**config.mk**
```make
export PLATFORM = sky130hd
export DESIGN_NAME = pkt_status_track
export DESIGN_NICKNAME = d
export VERILOG_FILES = /design/src/rtl/pkt_status_pkg.sv /design/src/rtl/pkt_active_flag.sv /design/src/rtl/pkt_good_flag.sv /design/src/rtl/crc_last_flag.sv /design/src/rtl/pkt_status_track.sv
export SDC_FILE = /design/constraint.sdc
export NUM_CORES = 1
export LEC_CHECK = 0
export ABC_CLOCK_PERIOD_IN_PS = 1510
export BUFFER_PORTS_ARGS = -buffer_cell sky130_fd_sc_hd__buf_2
export CAP_MARGIN = 40
export CORE_AREA = 3 3 40 42
export DETAILED_ROUTE_END_ITERATION = 7
export DIE_AREA = 0 0 43 45
export PLACE_DENSITY = 0.36
export SLEW_MARGIN = 20
export SYNTH_ARGS = -nofsm -noshare
export SYNTH_HDL_FRONTEND = slang
export SYNTH_SLANG_ARGS = --single-unit
```
**constraint.sdc**
```tcl
create_clock -name clk -period 1.51 [get_ports clk]
set_input_delay 0.302 -clock clk [delete_from_list [all_inputs] [get_ports clk]]
set_output_delay 0.302 -clock clk [all_outputs]
set_load 0.01 [all_outputs]
```
**src/rtl/pkt_status_pkg.sv**
```systemverilog
package pkt_status_pkg;
   typedef enum logic {
      DIR_RX = 1'b0,
      DIR_TX = 1'b1
   } pkt_dir_e;

   localparam int unsigned N_STATUS  = 3;
   localparam int unsigned IDX_ACT   = 0;
   localparam int unsigned IDX_GOOD  = 1;
   localparam int unsigned IDX_MATCH = 2;
endpackage

```
**src/rtl/pkt_active_flag.sv**
```systemverilog
module pkt_active_flag
   import pkt_status_pkg::*;
(
   input  logic clk,
   input  logic rst_n,
   input  logic dir_tx,
   input  logic sync_evt,
   input  logic eop_evt,
   input  logic addr_fail,
   input  logic rx_ovf,
   input  logic tx_udf,
   output logic act
);
   logic     abort;
   logic     clr;
   pkt_dir_e dir;

   assign dir = pkt_dir_e'(dir_tx);

   always_comb begin
      unique case (dir)
         DIR_TX:  abort = tx_udf;
         default: abort = addr_fail | rx_ovf;
      endcase
   end

   assign clr = abort | eop_evt;

   always_ff @(posedge clk or negedge rst_n) begin
      if (!rst_n)        act <= 1'b0;
      else if (clr)      act <= 1'b0;
      else if (sync_evt) act <= 1'b1;
   end
endmodule

```
**src/rtl/pkt_good_flag.sv**
```systemverilog
module pkt_good_flag (
   input  logic clk,
   input  logic rst_n,
   input  logic crc_done,
   input  logic crc_pass,
   input  logic rx_rd,
   output logic good
);
   logic set_ok;
   assign set_ok = crc_done & crc_pass;

   always_ff @(posedge clk or negedge rst_n) begin
      if (!rst_n)             good <= 1'b0;
      else if (set_ok)        good <= 1'b1;
      else if (good && rx_rd) good <= 1'b0;
   end
endmodule

```
**src/rtl/crc_last_flag.sv**
```systemverilog
module crc_last_flag (
   input  logic clk,
   input  logic rst_n,
   input  logic crc_done,
   input  logic crc_pass,
   input  logic rx_enter,
   output logic match
);
   always_ff @(posedge clk or negedge rst_n) begin
      if (!rst_n)        match <= 1'b0;
      else if (rx_enter) match <= 1'b0;
      else if (crc_done) match <= crc_pass;
   end
endmodule

```
**src/rtl/pkt_status_track.sv**
```systemverilog
module pkt_status_track
   import pkt_status_pkg::*;
#(
   parameter logic [N_STATUS-1:0] INV_MASK = '0
) (
   input  logic clk,
   input  logic rst_n,
   input  logic dir_tx,
   input  logic sync_evt,
   input  logic eop_evt,
   input  logic addr_fail,
   input  logic rx_ovf,
   input  logic tx_udf,
   input  logic crc_done,
   input  logic crc_pass,
   input  logic rx_rd,
   input  logic rx_enter,
   output logic in_pkt,
   output logic pkt_good,
   output logic crc_match
);
   localparam int unsigned LAST_IDX = N_STATUS - 1;

   logic                act_q;
   logic                good_q;
   logic                match_q;
   logic [LAST_IDX:0]   flags;
   logic [LAST_IDX:0]   outs;

   if (IDX_ACT == IDX_GOOD || IDX_GOOD == IDX_MATCH || IDX_ACT == IDX_MATCH) begin : g_bad_idx
      $error("status indices must be distinct");
   end

   pkt_active_flag u_act (
      .clk(clk), .rst_n(rst_n), .dir_tx(dir_tx), .sync_evt(sync_evt),
      .eop_evt(eop_evt), .addr_fail(addr_fail), .rx_ovf(rx_ovf),
      .tx_udf(tx_udf), .act(act_q)
   );

   pkt_good_flag u_good (
      .clk(clk), .rst_n(rst_n), .crc_done(crc_done), .crc_pass(crc_pass),
      .rx_rd(rx_rd), .good(good_q)
   );

   crc_last_flag u_match (
      .clk(clk), .rst_n(rst_n), .crc_done(crc_done), .crc_pass(crc_pass),
      .rx_enter(rx_enter), .match(match_q)
   );

   always_comb begin
      flags            = '0;
      flags[IDX_ACT]   = act_q;
      flags[IDX_GOOD]  = good_q;
      flags[IDX_MATCH] = match_q;
   end

   for (genvar i = 0; i < N_STATUS; i++) begin : g_pol
      if (INV_MASK[i]) begin : g_inv
         assign outs[i] = ~flags[i];
      end else begin : g_pass
         assign outs[i] = flags[i];
      end
   end

   assign in_pkt    = outs[IDX_ACT];
   assign pkt_good  = outs[IDX_GOOD];
   assign crc_match = outs[IDX_MATCH];
endmodule

```
Word-level counts from Yosys, hierarchy flattened
Index checks and enable logic that the tools add are counted.
{"block": "classes", "n_mux": 7, "bitwise": 3, "reduce_logical": 4}
{"op": "2-to-1 mux 1 bit", "n": 7}
{"op": "nonzero test 2 bit", "n": 3}
{"op": "bitwise OR 1 bit", "n": 2}
{"op": "AND 1 bit", "n": 1}
{"op": "logical AND 1 bit", "n": 1}
{"block": "word_totals", "ff_bits": 3, "out_inout_bits": 3, "elab_cells": 17}

Longest topological paths before layout
{"block": "logic_depth", "depth_word": 4, "mapped_depth": 2, "depth_no_buf": 2}

Hierarchy
Synthesis repeated with hierarchy kept, for this count alone.
{"block": "hier_totals", "hier_cells": 11, "hier_area_um2": 133.9}
{"mod": "pkt_active_flag", "instances": 1, "cells_per_inst": 4, "area_per_inst_um2": 53.8}
{"mod": "pkt_good_flag", "instances": 1, "cells_per_inst": 4, "area_per_inst_um2": 41.3}
{"mod": "crc_last_flag", "instances": 1, "cells_per_inst": 3, "area_per_inst_um2": 38.8}

Least setup slack after synthesis
Ideal clock, no wire load.
{"block": "synth_path", "path_kind": "input -> register", "from": "input port rx_ovf", "to": "register u_act.act", "setup_ps": 111, "arrival_time_ps": 722, "t_required_ps": 1399, "setup_slack_ps": 677, "stages": 2, "path_buffers": 0, "path_cell_list": "o21ba_1 a2111oi_2"}
{"block": "synth_via", "elab_chain_cells": 4, "elab_cells_between_ends": 5}
{"element": "start, declared", "line_no": "pkt_status_track.sv:12", "rtl": "input logic rx_ovf,"}
{"element": "bitwise OR 1 bit *", "line_no": "pkt_active_flag.sv:23", "rtl": "default: abort = addr_fail | rx_ovf;"}
{"element": "2-to-1 mux 1 bit *", "line_no": "pkt_active_flag.sv:21", "rtl": "unique case (dir)"}
{"element": "bitwise OR 1 bit *", "line_no": "pkt_active_flag.sv:27", "rtl": "assign clr = abort | eop_evt;"}
{"element": "2-to-1 mux 1 bit / nonzero test 2 bit (equally long branches)"}
{"element": "end signal, assigned", "line_no": "pkt_active_flag.sv:30", "rtl": "if (!rst_n) act <= 1'b0;"}
{"element": "end signal, assigned", "line_no": "pkt_active_flag.sv:31", "rtl": "else if (clr) act <= 1'b0;"}
{"element": "end signal, assigned", "line_no": "pkt_active_flag.sv:32", "rtl": "else if (sync_evt) act <= 1'b1;"}
{"element": "end, declared", "line_no": "pkt_active_flag.sv:12", "rtl": "output logic act"}
Mark *: on every way between the ends. The rest lies on a longest branch, timed or not.
A chain may end at the register's enable or synchronous reset.

Worst setup path after layout
{"block": "layout_path", "from": "register u_match.match", "to": "output port crc_match"}
{"element": "start, declared", "line_no": "crc_last_flag.sv:7", "rtl": "output logic match"}
{"element": "start signal, assigned", "line_no": "crc_last_flag.sv:12", "rtl": "else if (crc_done) match <= crc_pass;"}
{"element": "end, declared", "line_no": "pkt_status_track.sv:20", "rtl": "output logic crc_match"}
No word-level cell between the ends.

==> metrics.cfg <==
[cts]
clock_path_buffers=2
cts_made_buffers=3
cts.sinks=3
clk_latency_ns=0.23
post_cts_buffers=0
clock-root-buffer=clkbuf_4
htreeDepth=1
clk_pin_slew_ns=0.04
cts_tree=built

[drt]
first_iter_violations=5
ant_nets=0
dr.pass1.iters=4
routed_wl_um=438
route.detailed.wl_per_inst_um=9.733
via_count=154
drc_errors=0
via_per_inst=3.422

[grt]
grt_overflow=0
grtUsageTotal_pct=5.597
grt_pass1_vias=165
grt_first_pass_wirelength_um=690
antenna_found_initial=0
grt_max_degree=4

[power_and_ir_drop]
power.internal_uw=205.6
p_sw_share_pct=22.95
seq_power_share_pct=33.2
ir_drop_uv=279.4
powerDensity_nw_per_um2=1056
p_clk_share_pct=53.1
p_sw_uw=61.26
p_leak_nw=0.1374
p_comb_share_pct=13.7

[sta]
holdWs_ns=0.2158
clock.fmax_mhz=958.0
worst_pin_slew_ns=0.2554
setup_viol=0
rsz0062_at_grt=no
drv_slew=0
period_minus_slack_ns=1.044
period_share_pct=69.13
setup_tns_ns=0
finClkSkew_ns=0
slew_headroom_pct=82.94
hold_viol_final=0

[finish]
area_growth_pct=98.04
antenna_cells=0
final_cell_mix=buf_2 (14), clkbuf_4 (3), dfrtp_1 (3)
final_common_cell=buf_2
drive_gt1_share_pct=60.00
nNetsFinal=43
fin_area_um2=252.7

[floorplan]
core_area_um2=1285
die_h_um=45
fp-row-count=13
die_area_um2=1935
die_w_um=43
start_util_pct=9.932
io_pins=15

[hold_path]
hold_class=in2reg

[setup_path]
arrival_ns=0.74
crit_family=flip-flops
critPathBufInv=1
critPathSlowestCell=dfrtp_1
critPathLaunchType=register
cp_cell_sequence=buf_2
cp-end-kind=output pin
criticalPathCategory=reg2out
worstPathRequired_ns=1.21
cp_max_fo=2
cpPeakStageDelay_ns=0.37

[run_status]
outcome=complete, no violations

[synth]
yosysSeqAreaShare_pct=58.82
syn_nets=23
ys_ff_latch=3
synth.distinct_cells=9
ys_warn_count=0
syn_inst=11
avgSynthCellArea_um2=11.60
syn_area_um2=127.6
synth_area_leaders=dfrtp_1 (59%), a2111oi_2 (12%), o21ba_1 (7.8%)
yosysTopAreaCell=dfrtp_1
yosys.area.top_type_share_pct=58.82

[run]
cap_viol_max_count=0

[place]
io_buffers=14
place.gp.congestion=0.7351
placed_area_um2=216.5

state kept, by name, summed over array words and instances, names as in the netlist:
name           cells
u_good.good        1
u_match.match      1
u_act.act          1
metrics by stage:
| step | setup slack [ns] | instances | total power [mW] | util, % |
|---|---|---|---|---|
| after floorplan | 0.6769 | 11 | 0.1009 | - |
| after global placement | 0.5306 | 40 | 0.1239 | 16.85 |
| after detailed placement | 0.5314 | 40 | 0.1245 | 16.85 |
| after CTS | 0.4512 | 45 | 0.2739 | 19.67 |
| after global routing | 0.4133 | 45 | 0.2968 | 19.67 |
| final | 0.4662 | 45 | 0.2669 | 19.67 |
synthesized netlist by cell type:
| library cell | number |
|---|---|
| o21ai_0 | 1 |
| a2111oi_2 | 1 |
| inv_1 | 1 |
| o21ba_1 | 1 |
| nor2_1 | 1 |
| a21oi_1 | 1 |
| dfrtp_1 | 3 |
| nand2_1 | 1 |
| nand2b_1 | 1 |
area by class of cell:
type                       instances  area [um2]
sequential                         3       75.07
multi-input combinational          7       48.80
clock buffer                       4       26.28
fill                             158        1032
inverter                           1       3.754
timing repair buffer              15       80.08
tap                               15       18.77
path summary, 6_finish.rpt:
kind                                                start                         to  slack [ns]  cells after the start
max in group asynchronous                           rst_n    u_good.good$_DFFE_PN0P_        1.00                      2
min in group asynchronous                           rst_n  u_match.match$_DFFE_PN0P_        0.40                      2
worst max register to register      u_act.act$_DFFE_PN0P_      u_act.act$_DFFE_PN0P_        0.82                      2
worst max-delay path            u_match.match$_DFFE_PN0P_                  crc_match        0.47                      1
worst min register to register    u_good.good$_DFFE_PN0P_    u_good.good$_DFFE_PN0P_        0.53                      2
worst min-delay path                             rx_enter  u_match.match$_DFFE_PN0P_        0.22                      2
layer usage:
| metal | global-route usage (%) | up-vias | routed length [um] |
|---|---|---|---|
| met2 | 5.090 | 17 | 117 |
| met5 | 0 | - | 0 |
| met1 | 6.326 | 62 | 206 |
| met3 | 7.171 | 0 | 114 |
| li1 | - | 75 | - |
| met4 | 3.614 | 0 | 0 |
cell families (layout without fill, tap and decap cells):
| family | after synthesis | count (layout) | share of synthesized area (%) |
|---|---|---|---|
| AOI/OAI and AO/OA | 4 | 4 | 27.44 |
| buffers and inverters | 1 | 20 | 2.938 |
| and+or+nand+nor | 3 | 3 | 10.78 |
| DFF | 3 | 3 | 58.82 |
power groups by stage:
stage	clock network (mW)	registers, mW	logic (mW)
final	0.142	0.0886	0.0365
after global routing	0.167	0.0896	0.0406
after CTS	0.148	0.0888	0.0369
after detailed placement	0	0.0898	0.0347
after global placement	0	0.0895	0.0344
after floorplan	0	0.0922	0.00865
timing repair:
action | in CTS | in global routing
hold buffers | 1 | 0
endpoints found under the hold margin | 3 | 0
resized for setup | 0 | 0
(Power assumes the default switching activity.)
